[src/rtl/dualrf_pkg.sv]
package dualrf_pkg;
  localparam int N_OPS = 3;
  typedef enum int { OP_DEC = 0, OP_CMP = 1, OP_CSUM = 2 } op_e;
  // Pair (i,j) sits at bit i*N_OPS+j; compare and checksum share the B read port and the immediate.
  localparam logic [N_OPS*N_OPS-1:0] CONFLICT =
    (9'd1 << (OP_CMP*N_OPS + OP_CSUM)) | (9'd1 << (OP_CSUM*N_OPS + OP_CMP));
  localparam int CTRL_BITS = 5;
endpackage

[src/rtl/dualrf_regfile.sv]
module dualrf_regfile #(
  parameter int W = 16,
  parameter int DEPTH = 4,
  localparam int AW = $clog2(DEPTH)
) (
  input  logic          clk,
  input  logic          rst_n,
  input  logic          we,
  input  logic [AW-1:0] waddr,
  input  logic [W-1:0]  wdata,
  input  logic [AW-1:0] raddr,
  output logic [W-1:0]  rdata
);
  logic [W-1:0] mem [DEPTH];

  for (genvar g = 0; g < DEPTH; g++) begin : g_ent
    always_ff @(posedge clk or negedge rst_n) begin
      if (!rst_n)                            mem[g] <= '0;
      else if (we && waddr == AW'(g))        mem[g] <= wdata;
    end
  end

  assign rdata = mem[raddr];
endmodule

[src/rtl/dualrf_ocadd.sv]
module dualrf_ocadd #(
  parameter int W = 16
) (
  input  logic [W-1:0] a,
  input  logic [W-1:0] b,
  output logic [W-1:0] y
);
  logic [W:0] raw;
  always_comb begin
    raw = {1'b0, a} + {1'b0, b};
    y   = raw[W-1:0] + {{(W-1){1'b0}}, raw[W]};
  end
endmodule

[src/rtl/dualrf_legal.sv]
module dualrf_legal
  import dualrf_pkg::*;
(
  input  logic [N_OPS-1:0] en,
  output logic             legal
);
  logic [N_OPS*N_OPS-1:0] hit;

  for (genvar i = 0; i < N_OPS; i++) begin : g_row
    for (genvar j = 0; j < N_OPS; j++) begin : g_col
      if (j > i) begin : g_pair
        assign hit[i*N_OPS+j] = en[i] & en[j] & CONFLICT[i*N_OPS+j];
      end else begin : g_none
        assign hit[i*N_OPS+j] = 1'b0;
      end
    end
  end

  assign legal = ~|hit;
endmodule

[src/rtl/dualrf_csum_dp.sv]
module dualrf_csum_dp
  import dualrf_pkg::*;
#(
  parameter int W = 16,
  parameter int DEPTH = 4,
  localparam int AW = $clog2(DEPTH),
  localparam int IW = CTRL_BITS + 4*AW + W
) (
  input  logic          clk,
  input  logic          rst_n,
  input  logic          ins_valid,
  output logic          ins_ready,
  input  logic [IW-1:0] ins_word,
  input  logic [W-1:0]  din,
  output logic          cmp_vld,
  output logic          cmp_eq,
  output logic          sum_vld,
  output logic [W-1:0]  sum_data,
  output logic          ill_o
);
  localparam int F_ARA = CTRL_BITS;
  localparam int F_AWA = F_ARA + AW;
  localparam int F_BRA = F_AWA + AW;
  localparam int F_BWA = F_BRA + AW;
  localparam int F_IMM = F_BWA + AW;

  // field decode
  logic [N_OPS-1:0] en;
  logic             cmp_from_a, add_from_imm;
  logic [AW-1:0]    a_ra, a_wa, b_ra, b_wa;
  logic [W-1:0]     imm;

  assign en           = ins_word[N_OPS-1:0];
  assign cmp_from_a   = ins_word[3];
  assign add_from_imm = ins_word[4];
  assign a_ra         = ins_word[F_ARA +: AW];
  assign a_wa         = ins_word[F_AWA +: AW];
  assign b_ra         = ins_word[F_BRA +: AW];
  assign b_wa         = ins_word[F_BWA +: AW];
  assign imm          = ins_word[F_IMM +: W];

  logic legal, go;
  dualrf_legal u_legal (.en(en), .legal(legal));

  assign ins_ready = rst_n;
  assign go        = ins_valid & legal;

  logic [W-1:0] rd_a, rd_b, dec_val, addend, sum_val, cmp_opnd;

  assign dec_val = rd_a - W'(1);

  dualrf_regfile #(.W(W), .DEPTH(DEPTH)) u_rf_a (
    .clk(clk), .rst_n(rst_n),
    .we(go & en[OP_DEC]), .waddr(a_wa), .wdata(dec_val),
    .raddr(a_ra), .rdata(rd_a)
  );

  assign addend = add_from_imm ? imm : din;

  dualrf_ocadd #(.W(W)) u_add (.a(rd_b), .b(addend), .y(sum_val));

  dualrf_regfile #(.W(W), .DEPTH(DEPTH)) u_rf_b (
    .clk(clk), .rst_n(rst_n),
    .we(go & en[OP_CSUM]), .waddr(b_wa), .wdata(sum_val),
    .raddr(b_ra), .rdata(rd_b)
  );

  assign cmp_opnd = cmp_from_a ? rd_a : rd_b;

  always_ff @(posedge clk or negedge rst_n) begin
    if (!rst_n) begin
      cmp_vld  <= 1'b0;
      cmp_eq   <= 1'b0;
      sum_vld  <= 1'b0;
      sum_data <= '0;
      ill_o    <= 1'b0;
    end else begin
      cmp_vld <= go & en[OP_CMP];
      cmp_eq  <= go & en[OP_CMP] & (cmp_opnd == imm);
      sum_vld <= go & en[OP_CSUM];
      if (go & en[OP_CSUM]) sum_data <= sum_val;
      ill_o   <= ins_valid & ~legal;
    end
  end
endmodule

[config.mk]
export PLATFORM = sky130hd
export DESIGN_NAME = dualrf_csum_dp
export DESIGN_NICKNAME = d
export VERILOG_FILES = /design/src/rtl/dualrf_pkg.sv /design/src/rtl/dualrf_regfile.sv /design/src/rtl/dualrf_ocadd.sv /design/src/rtl/dualrf_legal.sv /design/src/rtl/dualrf_csum_dp.sv
export SDC_FILE = /design/constraint.sdc
export NUM_CORES = 1
export LEC_CHECK = 0
export ABC_CLOCK_PERIOD_IN_PS = 4720
export BUFFER_PORTS_ARGS = -buffer_cell sky130_fd_sc_hd__buf_2
export CAP_MARGIN = 20
export CORE_MARGIN = 2
export CORE_UTILIZATION = 40
export CTS_BUF_LIST = sky130_fd_sc_hd__clkbuf_16
export DETAILED_ROUTE_END_ITERATION = 12
export GPL_TIMING_DRIVEN = 0
export PLACE_DENSITY = 0.62
export SYNTH_ARGS = -nofsm -noshare
export SYNTH_HDL_FRONTEND = slang
export SYNTH_SLANG_ARGS = --single-unit
export TNS_END_PERCENT = 5
[constraint.sdc]
create_clock -name clk -period 4.72 [get_ports clk]
set_input_delay 0.236 -clock clk [delete_from_list [all_inputs] [get_ports clk]]
set_output_delay 0.236 -clock clk [all_outputs]
set_load 0.01 [all_outputs]
---- Yosys cells after proc, flatten, opt, wreduce, memory -nomap -nowiden ----
Index checks and enable logic that the tools add are counted.
Widths: inputs -> output; s select.
word-level totals
  register bits ........................... 148
  output and inout bits ................... 21
cells by class
  add/sub/neg operators ................... 3
  magnitude comparators ................... 2
  equality and inequality tests ........... 7
  multiplexer cells ....................... 8
  bitwise operators ....................... 9
  reduce and logical (&&, ||, !) cells .... 11
operators with widths
  kind                   count
  $mux 16                6
  $bmux 16 s2            2
  $add 16x16->17         1
  $add 16x1->16          1
  $eq 16x16->1           1
  $sub 16x1->16 const B  1
  $eq 2x2->1 const B     4
  $logic_and 1x1->1      8
  $and 1x1->1            7
  $ge 3x3->1 const B     2
  $not 2->3              2
  $eq 2x1->1 const B     2
  $logic_not 2->1        2
  $logic_not 1->1        1

---- Longest topological paths before layout ----
Gate-level depths: netlist (run 1).
  depth in word-level cells ............... 7
  gate-level depth with buffers ........... 22
  gate-level depth less buffers ........... 20

---- Modules after synthesis ----
Synthesis (run 1) repeated with hierarchy kept, for this count alone.
unflattened totals
  cells, all modules ...................... 602
  area total of the unflattened synthesis .. 8219.1 sq um
modules (own cells, without submodules)
  module          instances  cells each  area an instance (sq um)  seq. area each (sq um)
  dualrf_regfile  2          156         2792.7                    1601.5
  dualrf_csum_dp  1          143         1520.2                    500.5
  dualrf_ocadd    1          146         1109.8                    0.0
  dualrf_legal    1          1           3.8                       0.0

---- Least setup slack after synthesis (run 1) ----
No wires, ideal clock.
  kind .................................... input to register
  start ................................... in ins_word[9]
  end ..................................... reg u_rf_b.mem[46] (netlist bit)
  arrival ................................. 4.752 ns
  data required time ...................... 4.587 ns
  setup slack ............................. -0.166 ns
  stages .................................. 22
  path buffers ............................ 2
  cell sequence ........................... clkbuf_1 buf_1 mux4_2 ha_1 inv_1 fa_1 nor2b_1 o31a_2 o211a_1 o21ai_0 a21oi_1 o21ai_0 nand2_1 a21o_1 ha_1 ha_1 nand2_1 nor4_1 and4_1 nand4_1 xnor2_1 o21ai_1
on the way
  word-level cells in the longest chain between the ends .. 6
ends and longest elaborated chain
  element                                      line                  text
  from (decl)                                  dualrf_csum_dp.sv:13  input logic [IW-1:0] ins_word,
  $not 2->3 (implied by the code)              dualrf_regfile.sv:23  assign rdata = mem[raddr];
  $bmux 16 s2                                  dualrf_regfile.sv:23
  $mux 16 (implied by the code) (2 in series)  dualrf_regfile.sv:23
  $add 16x16->17                               dualrf_ocadd.sv:10    raw = {1'b0, a} + {1'b0, b};
  $add 16x1->16                                dualrf_ocadd.sv:11    y = raw[W-1:0] + {{(W-1){1'b0}}, raw[W]};
  to (signal, indexed assignment)              dualrf_regfile.sv:19  else if (we && waddr == AW'(g)) mem[g] <= wdata;
  to (decl)                                    dualrf_regfile.sv:14  logic [W-1:0] mem [DEPTH];
Every way passes these cells. The select of a mux whose other input is x is not followed.
A chain may end at the register's enable or synchronous reset.

---- Worst setup path after layout (run 1) ----
  start ................................... reg u_rf_b.mem[0] (netlist bit)
  end ..................................... reg u_rf_b.mem[15] (netlist bit)
on the way
  word-level cells in the longest chain between the ends .. 5
ends and longest elaborated chain
  element                                      line
  $bmux 16 s2                                  dualrf_regfile.sv:23
  $mux 16 (implied by the code) (2 in series)  dualrf_regfile.sv:23
  $add 16x16->17                               dualrf_ocadd.sv:10
  $add 16x1->16                                dualrf_ocadd.sv:11
Every way passes these cells. The select of a mux whose other input is x is not followed.

==> summary.txt, run 1 <==
Run status
  • Status: finished clean

Finish
  • Final Instance Area: ~0.0094 mm²
  • Final Instance Count excl. Fillers: about 1.1k
  • Filler cells: 1823
  • Area Overhead vs Synth: 17.42%
  • Commonest cells after routing, fill and taps aside: dfrtp_1 (148), nor2_1 (84), a21oi_1 (75)
  • Layout cells sized above 1: ~25%
  • Antenna cell count: 0
  • Nets: 900
  • Commonest non-fill, non-tap cell in the layout: dfrtp_1

Global routing
  • Vias in the first global route: ~6.1k
  • Largest net degree at the start of global routing: 89
  • Global route overflow: 0
  • First-pass GRT wire length: 33760 µm
  • Total GRT Usage: a little over 20%
  • Initial antenna violation count: 0

Timing
  • Max_slew headroom: 43.64%
  • RSZ-0062 raised after global routing: false
  • Final worst path period need: between 4 and 5 ns
  • Final setup vio count: 0
  • Fin Hold WS: 0.1123 ns
  • Clock Skew: 0.01066 ns
  • Worst slew pin tran: 0.8436 ns
  • Peak Freq: between 0.2 and 0.25 GHz
  • Final Hold Fails: 0
  • Final WS setup: 0.2465 ns
  • Fin crit share: ~95%
  • Slew Viols, Final: 0

Synthesis
  • #FFs+latches synth: 148
  • EDFF count, synth: 0
  • Synth Warn #: 0
  • Netlist cell types: 66
  • Asr flop ratio synth: 100.0%
  • Sequential area share after synthesis: 46.37%
  • Syn nets: slightly above 800
  • Cells after Synth: 744
  • Netlist Area Pre-Place: 0.007986 mm²
  • Syn_area_per_cell: 10.73 µm²
  • Most common flop cell mapped by yosys: dfrtp_1

Clock network
  • H-Tree Depth: 4
  • Reg clk slew, reported paths: 0.07 ns
  • Clock sink total: about 150
  • Clock root buffer: clkbuf_16
  • Insertion delay to the later sink of the worst-skew pair: 0.43 ns
  • Clock Path Buffers: 2
  • TritonCTS Buffers: 17
  • TritonCTS clock tree: built

Floorplanning
  • Row count: 51
  • Core area: between 0.015 and 0.02 mm²
  • Initial core utilization: 40.90%
  • Die Area: between 0.02 and 0.025 mm²
  • Die span in x: 145.3 µm
  • Ports: 69
  • Chip Height: 145.3 µm

Drt
  • Wire per inst: 19.13 µm
  • WL met2: 9503 µm
  • Top sig layer: met4
  • DR pass1 iterations: 5
  • Vias per cell: 5.436
  • Final ANT Viol Nets: 0
  • # DRC: 0
  • WL met3: 1034 µm
  • WL final: 21230 µm
  • Starting DRT DRC Count: 357
  • Vias: 6034
  • DRT met1 WL: 10320 µm

Hold path
  • Hold WC Path Type: input pin to flop

Setup path
  • Critical Path End Type: flop
  • Crit path max fanout: 5
  • Slowest CP cell: nor4_4
  • Setup crit start kind: flop
  • Largest stage delay, worst path: 0.43 ns
  • WP data required: 5.03 ns
  • Critical path cell sequence: mux4_2, ha_2, inv_1, fa_1, nor2b_2, o31a_2, o211a_1, o21ai_1, a21oi_1, o21ai_0, nand2_1, a21o_1, ha_1, nand3_2, nor4_4, nand4_2, nor4b_4, xnor2_2, mux2_1
  • Worst Path Arrival: about 4.8 ns
  • Critical setup path kind: flop to flop
  • WP buf/inv: 1
  • Top delay family on crit path: simple AND/OR/NAND/NOR gates

Power
  • P per Cell Area: 672.9 mW/mm²
  • Maximum vdd drop: 0.2597 mV
  • Tot Pwr: 6311 µW
  • Static leakage: around 0.004 µW

Place
  • Pre-CTS setup slack: -1.195 ns
  • Area after DPL: slightly below 0.009 mm²
  • GPL Wtd Cong: 0.8147
  • Cell count after placement: between 1k and 1.5k
  • Port Buffers: 62
  • DP HPWL: between 15000 and 20000 µm

Flow run
  • Max-cap violation count: 0
-- where the power goes --
group,switching (µW),leakage [µW],total (µW),internal [µW]
Sequential,286,0.00176,2100,1810
Combinational,1760,0.00201,2970,1220
Clock,567,0.000252,1240,673
Total,2610,0.00402,6310,3700
-- through the flow --
stage / TNS [ns] / util, %
2_1_floorplan: 0 / -
3_3_place_gp: -45.51 / 44.19
3_5_place_dp: -47.42 / 44.41
4_1_cts: 0 / 47.41
5_1_grt: 0 / 48.03
6_report: 0 / 48.03
-- metal layers --
metal / vias up / global-route usage [%]
met3: 22 / 4.591
met4: 0 / 5.441
met1: 3026 / 29.70
met2: 148 / 31.28
met5: - / 0
li1: 2838 / -
-- sequential cells by signal (all words and copies together), names as in the netlist --
signal,flops
u_rf_b.mem,64
cmp_eq,1
sum_data,16
u_rf_a.mem,64
ill_o,1
cmp_vld,1
sum_vld,1
-- final timing paths --
kind | cells after the start | slack (ns) | to | start
worst max-delay path | 19 | 0.25 | u_rf_b.mem[15] | u_rf_b.mem[0]
worst min-delay path | 2 | 0.11 | ill_o | ins_word[1]
max in group asynchronous | 3 | 3.51 | u_rf_a.mem[56] | rst_n
min in group asynchronous | 2 | 0.34 | sum_data[9] | rst_n
worst min register to register | 2 | 0.48 | u_rf_a.mem[5] | u_rf_a.mem[5]
worst max register to register | 19 | 0.25 | u_rf_b.mem[15] | u_rf_b.mem[0]
-- Yosys cell counts (3+ instances only) --
cell,number,share of area (%)
a21o_1,6,0.56
a21oi_1,75,4.7
and2_1,4,0.31
buf_1,3,0.14
clkbuf_1,31,1.5
dfrtp_1,148,46
ha_1,19,3.0
inv_1,17,0.80
mux2_1,3,0.42
mux2_2,39,5.5
mux2i_1,20,2.5
mux4_2,32,9.0
nand2_1,69,3.2
nand3_1,11,0.69
nand4_1,4,0.31
nor2_1,84,3.9
nor2b_1,4,0.31
nor3_1,8,0.50
nor4_1,5,0.39
nor4_2,3,0.47
o211ai_1,3,0.28
o21a_1,5,0.47
o21ai_0,47,2.9
o21ai_1,8,0.50
xnor2_1,28,3.1
xor2_1,21,2.3
-- timing repair --
action                                  4_1_cts  5_1_grt
endpoints found under the setup margin       58       56
hold buffers                                  1        0
endpoints found under the hold margin        60        0
pin swaps                                     0        6
gates cloned                                  0        0
resized for setup                            10       16
setup buffers                                 0        5
-- cells by family (layout without fill, tap and decap cells) --
logic type               Yosys count  after routing  share of synthesized area (%)
buffers and inverters             55            156                          2.742
AND/OR/NAND/NOR                  212            212                          12.24
XOR/XNOR                          49             49                          5.374
multiplexers                      94             94                          17.45
flip-flops                       148            148                          46.37
AO/OA/AOI/OAI                    166            166                          12.60
adder cells (fa/ha/maj)           20             20                          3.227
-- layout make-up --
class | instances | area [µm²] | share of cell area [%]
Clock buffer | 17 | 425.4 | 4.536
Timing Repair Buffer | 70 | 399.1 | 4.256
Buffer | 36 | 165.2 | 1.761
Multi-Input combinational cell | 541 | 4174 | 44.51
Tap cell | 265 | 331.6 | 3.536
Sequential cell | 148 | 3704 | 39.49
Inverter | 18 | 67.56 | 0.7205
Clock inverter | 15 | 111.4 | 1.187
(Power assumes the default switching activity.)
==> inputs of run 2 (changes only) <==
--- a/config.mk
+++ b/config.mk
@@ -7,7 +7,6 @@
 export LEC_CHECK = 0
 export ABC_CLOCK_PERIOD_IN_PS = 4720
 export BUFFER_PORTS_ARGS = -buffer_cell sky130_fd_sc_hd__buf_2
-export CAP_MARGIN = 20
 export CORE_MARGIN = 2
 export CORE_UTILIZATION = 40
 export CTS_BUF_LIST = sky130_fd_sc_hd__clkbuf_16
@@ -16,5 +15,6 @@
 export PLACE_DENSITY = 0.62
 export SYNTH_ARGS = -nofsm -noshare
 export SYNTH_HDL_FRONTEND = slang
+export SYNTH_HIERARCHICAL = 1
 export SYNTH_SLANG_ARGS = --single-unit
 export TNS_END_PERCENT = 5
==> run 2 against run 1 <==
  * Critical path depth decreased by 1
  * Core utilization down 0.63 points
  * Clock skew fell by 0.0015 ns
  * Cell count decreased by 13%
  * Combinational power barely moved
  * Worst setup slack worse by 0.0085 ns
  * Critical path type unchanged
  * Highest routed layer unchanged
  * First-iteration DRC count down 40%
  * Power rose by 2.5%
  * Clock power is 12% higher
==> summary.txt, run 2 <==
Run status
  • Status: finished clean

Setup path
  • Critical Path End Type: flop
  • WP data required: 5.02 ns (about the same)
  • Depth of the most critical reg-to-reg path: 18 (-1)
  • Reg2reg end: u_rf_b/mem[62]
  • Critical setup path kind: flop to flop
  • Critical R2R Launch: u_rf_b/mem[0]
  • Crit path max fanout: 5 (unchanged)
  • Setup crit start kind: flop
  • Worst Path Arrival: 4.78 ns (about the same)
  • R2r setup slk: 0.24 ns (about the same)

Synthesis
  • Netlist Area Pre-Place: 0.008219 mm² (+2.9%)
  • Netlist cell types: 58 (-12%)
  • #FFs+latches synth: 148 (unchanged)
  • Commonest cells in the netlist: mux2_2 (160), dfrtp_1 (148), mux4_2 (32)
  • Synth area leaders: dfrtp_1 (45%), mux2_2 (22%), mux4_2 (8.8%)
  • Most common flop cell mapped by yosys: dfrtp_1
  • Sequential area share after synthesis: 45.06% (-1.3 points)
  • Synth area leader: dfrtp_1
  • Syn_area_per_cell: 13.65 µm² (+27%)
  • Synth top area share: 45.06% (-1.3 points)
  • Syn nets: 670 (-17%)
  • Most common cell in the netlist: mux2_2
  • Asr flop ratio synth: 100.0% (unchanged)
  • EDFF count, synth: 0 (unchanged)
  • Cells after Synth: 602 (-19%)
  • Synth Warn #: 6 (+6)

Place
  • GPL Wtd Cong: 0.8390 (+3.0%)
  • Area after DPL: 0.008901 mm² (+2.7%)
  • Port Buffers: 62 (unchanged)
  • DP HPWL: 14400 µm (-6.3%)
  • Cell count after placement: 935 (-13%)

Finish
  • Antenna cell count: 0 (unchanged)
  • Layout cells sized above 1: 47.28% (+23 points)
  • Final Instance Count excl. Fillers: 968 (-13%)
  • Final Instance Area: 0.009560 mm² (+1.9%)
  • Commonest cells after routing, fill and taps aside: mux2_2 (160), dfrtp_1 (148), buf_2 (71)
  • Multi-input gate area: 0.004373 mm² (+4.8%)
  • Commonest non-fill, non-tap cell in the layout: mux2_2
  • Area Overhead vs Synth: 16.32%
  • Nets: 753 (-16%)
  • Storage cell area: 0.003704 mm² (unchanged)
  • Filler cells: 1796 (-1.5%)
  • Regs by FF count: u_rf_a/mem: 64 flops, u_rf_b/mem: 64 flops, sum_data: 16 flops

Global routing
  • Global route overflow: 0 (unchanged)
  • Total GRT Usage: 18.58% (-1.9 points)
  • First-pass GRT wire length: 30770 µm (-8.8%)
  • Largest net degree at the start of global routing: 104 (+17%)
  • Vias in the first global route: 5723 (-6.0%)
  • Initial antenna violation count: 0 (unchanged)

Clock network
  • TritonCTS clock tree: built
  • TritonCTS Buffers: 17 (unchanged)
  • Reg clk slew, reported paths: 0.06 ns (about the same)
  • Clock sink total: 148 (unchanged)
  • H-Tree Depth: 4 (unchanged)
  • Insertion delay to the later sink of the worst-skew pair: 0.42 ns (about the same)
  • Clock root buffer: clkbuf_16
  • Clock Path Buffers: 2 (unchanged)
  • Post-CTS Setup Inserts: 0 (unchanged)

Power
  • P per Cell Area: 676.9 mW/mm² (+0.59%)
  • Static leakage: 0.004261 µW (+6.0%)
  • Maximum vdd drop: 0.3351 mV (+29%)

Floorplanning
  • Row count: 52 (+2.0%)
  • Initial core utilization: 40.75% (-0.15 points)
  • Ports: 69 (unchanged)
  • Chip Height: 147.3 µm (+1.4%)
  • Die Area: 0.02171 mm² (+2.8%)
  • Die span in x: 147.3 µm (+1.4%)
  • Core area: 0.02017 mm² (+3.3%)

Hold path
  • Hold depth: 2 (unchanged)
  • Hold WC Path Type: input pin to flop
  • Hold Path Sink: ill_o
  • Hold wc startpoint: ins_valid

Timing
  • Final setup vio count: 0 (unchanged)
  • Final worst path period need: 4.482 ns (+0.008539 ns)
  • Final Hold Fails: 0 (unchanged)
  • Fin Setup TNS: 0 ns (unchanged)
  • Peak Freq: 0.2231 GHz (-0.19%)
  • Worst slew pin tran: 0.6189 ns (-0.2247 ns)
  • Max_slew headroom: 58.62% (+15 points)
  • Fin crit share: 94.96% (+0.18 points)
  • Slew Viols, Final: 0 (unchanged)
  • Clock Skew: 0.009171 ns (-0.001493 ns)

Drt
  • Final ANT Viol Nets: 0 (unchanged)
  • Wire per inst: 19.92 µm (+4.2%)
  • Starting DRT DRC Count: 215 (-40%)
  • Vias: 5214 (-14%)
  • Vias per cell: 5.386 (-0.91%)
  • # DRC: 0 (unchanged)
  • DR pass1 iterations: 4 (-1)
  • WL final: 19290 µm (-9.2%)

Flow run
  • Max-cap violation count: 0 (unchanged)
==> run 2: worst max-delay path, stage by stage, from the launching register on <==
cell	delay, ns
dfrtp_1	0.38
mux4_2	0.50
ha_1	0.28
fa_1	0.45
a211oi_2	0.31
o211a_1	0.23
nor2_1	0.08
a211o_1	0.27
a21oi_2	0.17
nor2b_1	0.07
o21ai_1	0.15
nand2b_1	0.11
ha_1	0.23
ha_1	0.22
nand2_1	0.08
nor2_1	0.11
nor4b_2	0.20
xnor2_2	0.21
mux2_2	0.29
==> run 2: layout make-up <==
cell class                      count  share of cell area (%)
Inverter                            4                  0.1570
Sequential cell                   148                   38.74
Buffer                             25                   1.688
Tap cell                          270                   3.534
Timing Repair Buffer               64                   3.704
Clock buffer                       17                   4.450
Multi-Input combinational cell    425                   45.74
Clock inverter                     15                   1.989
==> run 2: kinds of logic after synthesis <==
kind of cell / synth area share [%]
muxes: 32.76
DFF: 45.06
and+or+nand+nor: 7.063
xor gates and xnor gates: 5.541
AOI/OAI and AO/OA: 4.293
buffers and inverters: 2.146
adders and majority gates: 3.136
==> run 2: power breakdown <==
part | switching [µW] | total (µW) | leakage [µW] | internal [µW]
registers | 279 | 2140 | 0.00183 | 1860
clock network | 516 | 1390 | 0.000299 | 878
logic | 1570 | 2940 | 0.00213 | 1360
==> run 2: repair_timing <==
| action | 4_1_cts | 5_1_grt |
|---|---|---|
| endpoints found under the hold margin | 46 | 0 |
| pin swaps | 0 | 1 |
| gates resized for setup | 2 | 4 |
| endpoints found under the setup margin | 4 | 31 |
| hold buffers | 1 | 0 |
| gates cloned | 0 | 0 |
==> run 2: worst max path at each step <==
| stage | startpoint | endpoint | slack [ns] |
|---|---|---|---|
| after global placement | ins_word[4] | sum_data[15] | -0.25 |
| after global routing | u_rf_b/mem[0] | sum_data[14] | -0.006 |
| after detailed placement | ins_word[4] | u_rf_b/mem[31] | -0.30 |
| after floorplan | ins_word[9] | u_rf_b/mem[62] | 0.65 |
| final | u_rf_b/mem[0] | u_rf_b/mem[62] | 0.24 |
| after CTS | u_rf_b/mem[0] | u_rf_b/mem[40] | 0.11 |
==> run 2: per-layer routing <==
| metal | up-vias | routed length (µm) | global-route usage [%] |
|---|---|---|---|
| met2 | 82 | 9819 | 32.66 |
| met1 | 2692 | 8499 | 23.01 |
| li1 | 2413 | - | - |
| met3 | 27 | 638 | 3.913 |
| met4 | 0 | 329 | 5.769 |
| met5 | - | 0 | 0 |
==> run 2: metrics by stage <==
| stage | power (µW) | hold slack (ns) | worst slack [ns] | utilization [%] |
|---|---|---|---|---|
| after floorplan | 4232 | -0.05959 | 0.6461 | - |
| after global placement | 4877 | 0.4807 | -0.2500 | 43.96 |
| after detailed placement | 5044 | 0.1945 | -0.2982 | 44.13 |
| after CTS | 6498 | 0.06638 | 0.1149 | 47.31 |
| after global routing | 6915 | 0.08048 | -0.006106 | 47.40 |
| final | 6471 | 0.08396 | 0.2380 | 47.40 |
==> inputs of run 3 (changes only) <==
--- a/config.mk
+++ b/config.mk
@@ -12,7 +12,8 @@
 export CTS_BUF_LIST = sky130_fd_sc_hd__clkbuf_16
 export DETAILED_ROUTE_END_ITERATION = 12
 export GPL_TIMING_DRIVEN = 0
-export PLACE_DENSITY = 0.62
+export PLACE_DENSITY = 0.58
+export SLEW_MARGIN = 10
 export SYNTH_ARGS = -nofsm -noshare
 export SYNTH_HDL_FRONTEND = slang
 export SYNTH_HIERARCHICAL = 1
==> constraint.sdc (replaced) <==
create_clock -name clk -period 4.72 [get_ports clk]
set_input_delay 0.944 -clock clk [delete_from_list [all_inputs] [get_ports clk]]
set_output_delay 0.944 -clock clk [all_outputs]
set_load 0.01 [all_outputs]
==> run 3 against run 2 <==
  * Power rose by 1.5%
  * Maximum frequency is 2.5% lower
  * Cell count up 0.21%
  * Sequential share of layout area decreased by 0.45 points
  * Clock power about the same
  * Clock-buffer cell count unchanged
  * Non-clock buffer count is 2 higher
==> summary.txt, run 3 (same netlist as run 2, synthesis figures left out) <==
Setup path
  • WP data required: 5.02 ns (about the same)
  • Critical Path End Type: flop
  • Setup crit start kind: input pin
  • Crit path max fanout: 7 (+2)
  • Critical setup path kind: input pin to flop
  • Depth of the most critical reg-to-reg path: 19 (+1)
  • Worst Path Arrival: 4.89 ns (+0.11 ns)

Global routing
  • Largest net degree at the start of global routing: 93 (-11%)
  • Initial antenna violation count: 0 (unchanged)
  • Vias in the first global route: 5645 (-1.4%)
  • Global route overflow: 0 (unchanged)
  • Total GRT Usage: 18.80% (+0.21 points)
  • First-pass GRT wire length: 31020 µm (+0.78%)

Clock network
  • H-Tree Depth: 4 (unchanged)
  • Reg clk slew, reported paths: 0.06 ns (about the same)
  • TritonCTS Buffers: 17 (unchanged)
  • Insertion delay to the later sink of the worst-skew pair: 0.41 ns (about the same)
  • TritonCTS clock tree: built
  • Clock sink total: 148 (unchanged)
  • Clock Path Buffers: 2 (unchanged)
  • Clock root buffer: clkbuf_16
  • CTS Hold Bufs: 0 (-1)

Flow run
  • Max-cap violation count: 0 (unchanged)

Timing
  • Fin crit share: 97.39% (+2.4 points)
  • Final setup vio count: 0 (unchanged)
  • Peak Freq: 0.2175 GHz (-2.5%)
  • Final Hold Fails: 0 (unchanged)
  • Slew Viols, Final: 0 (unchanged)
  • Clock Skew: 0.009185 ns (+0.00001346 ns)
  • RSZ-0062 raised after global routing: false
  • Fin Hold WS: 0.4433 ns (+0.3594 ns)
  • Max_slew headroom: 58.15% (-0.47 points)
  • Worst slew pin tran: 0.6259 ns (+0.007038 ns)
  • Final worst path period need: 4.597 ns (+0.1147 ns)

Drt
  • DR pass1 iterations: 4 (unchanged)
  • Vias per cell: 5.367 (-0.36%)
  • Starting DRT DRC Count: 227 (+5.6%)
  • WL final: 19370 µm (+0.44%)
  • Vias: 5206 (-0.15%)
  • # DRC: 0 (unchanged)
  • Wire per inst: 19.97 µm (+0.23%)
  • Final ANT Viol Nets: 0 (unchanged)

Power
  • Clock power share: 21.2% (-0.3 points)
  • P per Cell Area: 679.0 mW/mm² (+0.32%)
  • Sw Share: 36.67% (+0.057 points)
  • Static leakage: 0.004291 µW (+0.70%)
  • NetSw: 2408 µW (+1.6%)
  • Maximum vdd drop: 0.3138 mV (-6.3%)
  • Sequential power share: 32.5% (-0.5 points)
  • Gate power share: 46.3% (+0.9 points)
  • Internal Power: 4159 µW (+1.4%)

Run status
  • Status: finished clean

Hold path
  • Hold WC Path Type: input pin to async pin

Floorplanning
  • Row count: 52 (unchanged)
  • Die Area: 0.02171 mm² (unchanged)
  • Core area: 0.02017 mm² (unchanged)
  • Die span in x: 147.3 µm (unchanged)
  • Initial core utilization: 40.75% (unchanged)
  • Ports: 69 (unchanged)
  • Chip Height: 147.3 µm (unchanged)

Finish
  • Antenna cell count: 0 (unchanged)
  • Nets: 755 (+0.27%)
  • Regs by FF count: u_rf_a/mem: 64 flops, u_rf_b/mem: 64 flops, sum_data: 16 flops
  • Layout cells sized above 1: 49.14% (+1.9 points)
  • Commonest non-fill, non-tap cell in the layout: mux2_2
  • Area Overhead vs Synth: 17.67%
  • Commonest cells after routing, fill and taps aside: mux2_2 (160), dfrtp_1 (148), buf_2 (68)
  • Layout Utilization: 47.95% (+0.55 points)

Place
  • Port Buffers: 62 (unchanged)
  • GPL Wtd Cong: 0.8185 (-2.4%)
  • DP HPWL: 14350 µm (-0.32%)
-- run 3: cell types whose count changed in the layout (fill, tap and decap cells not counted), sizes merged --
cell / change
buf: +2
inv: -2
clkinv: +2
dlygate4sd3: -1
clkbuf: +1
-- run 3: power by group through the flow --
stage               registers, µW  logic (µW)  clock network [µW]
global route                 2210        3320                1490
finish                       2140        3040                1390
CTS                          2140        2990                1430
floorplan                    2090        2140                   0
detailed placement           2150        2890                   0
global placement             2100        2800                   0
-- run 3: per-layer routing --
layer	routed length [µm]	GRT usage [%]	vias up
met5	0	0	-
met4	348	5.577	0
met3	656	4.130	20
met2	10120	33.36	76
met1	8250	22.98	2704
li1	-	-	2406
-- run 3: final cells by class --
type | instances | area (µm²)
clock inverters | 15 | 186.4
inverters | 4 | 15.01
multi-input cells | 425 | 4442
plain buffers | 25 | 191.4
fillers | 1780 | 10500
flip-flops and latches | 148 | 3704
well taps | 270 | 337.8
repair buffers | 66 | 370.4
clock buffers | 17 | 425.4
-- run 3: what timing repair did --
action	CTS	global route
buffers inserted	3	0
pin swaps	3	2
setup endpoints to repair	65	41
resized for setup	15	13
-- run 3: critical path, stage by stage --
cell	delay [ns]
buf_6	0.14
mux4_2	0.54
ha_2	0.24
fa_2	0.39
a211oi_4	0.25
o211a_1	0.22
nor2_1	0.08
a211o_1	0.27
a21oi_2	0.18
nor2b_1	0.06
o21ai_1	0.15
nand2b_1	0.11
ha_2	0.22
nand3_2	0.10
or2_4	0.16
nor2_1	0.05
nor4b_4	0.16
xor2_2	0.19
buf_4	0.17
mux2_2	0.27
-- run 3: worst paths after layout --
path | from | to | slack [ns]
worst max-delay path | ins_word[9] | u_rf_b/mem[15] | 0.12
worst min-delay path | rst_n | u_rf_a/mem[50] | 0.44
worst max register to register | u_rf_b/mem[0] | u_rf_b/mem[15] | 0.46
worst min register to register | u_rf_a/mem[17] | u_rf_a/mem[17] | 0.50
max in group asynchronous | rst_n | u_rf_b/mem[61] | 3.48
min in group clk | u_rf_a/mem[17] | u_rf_a/mem[17] | 0.50
-- run 3: metrics by stage --
step           power (µW)  instances  instance area, µm²  worst slack, ns  setup TNS [ns]
2_1_floorplan        4233        602                8227         0.008233               0
3_3_place_gp         4894        934                8875          -0.9364          -49.35
3_5_place_dp         5042        935                8912          -0.9478          -46.47
4_1_cts              6552        970                9602         0.006218               0
5_1_grt              7018        970                9672          0.01647               0
6_report             6567        970                9672           0.1233               0
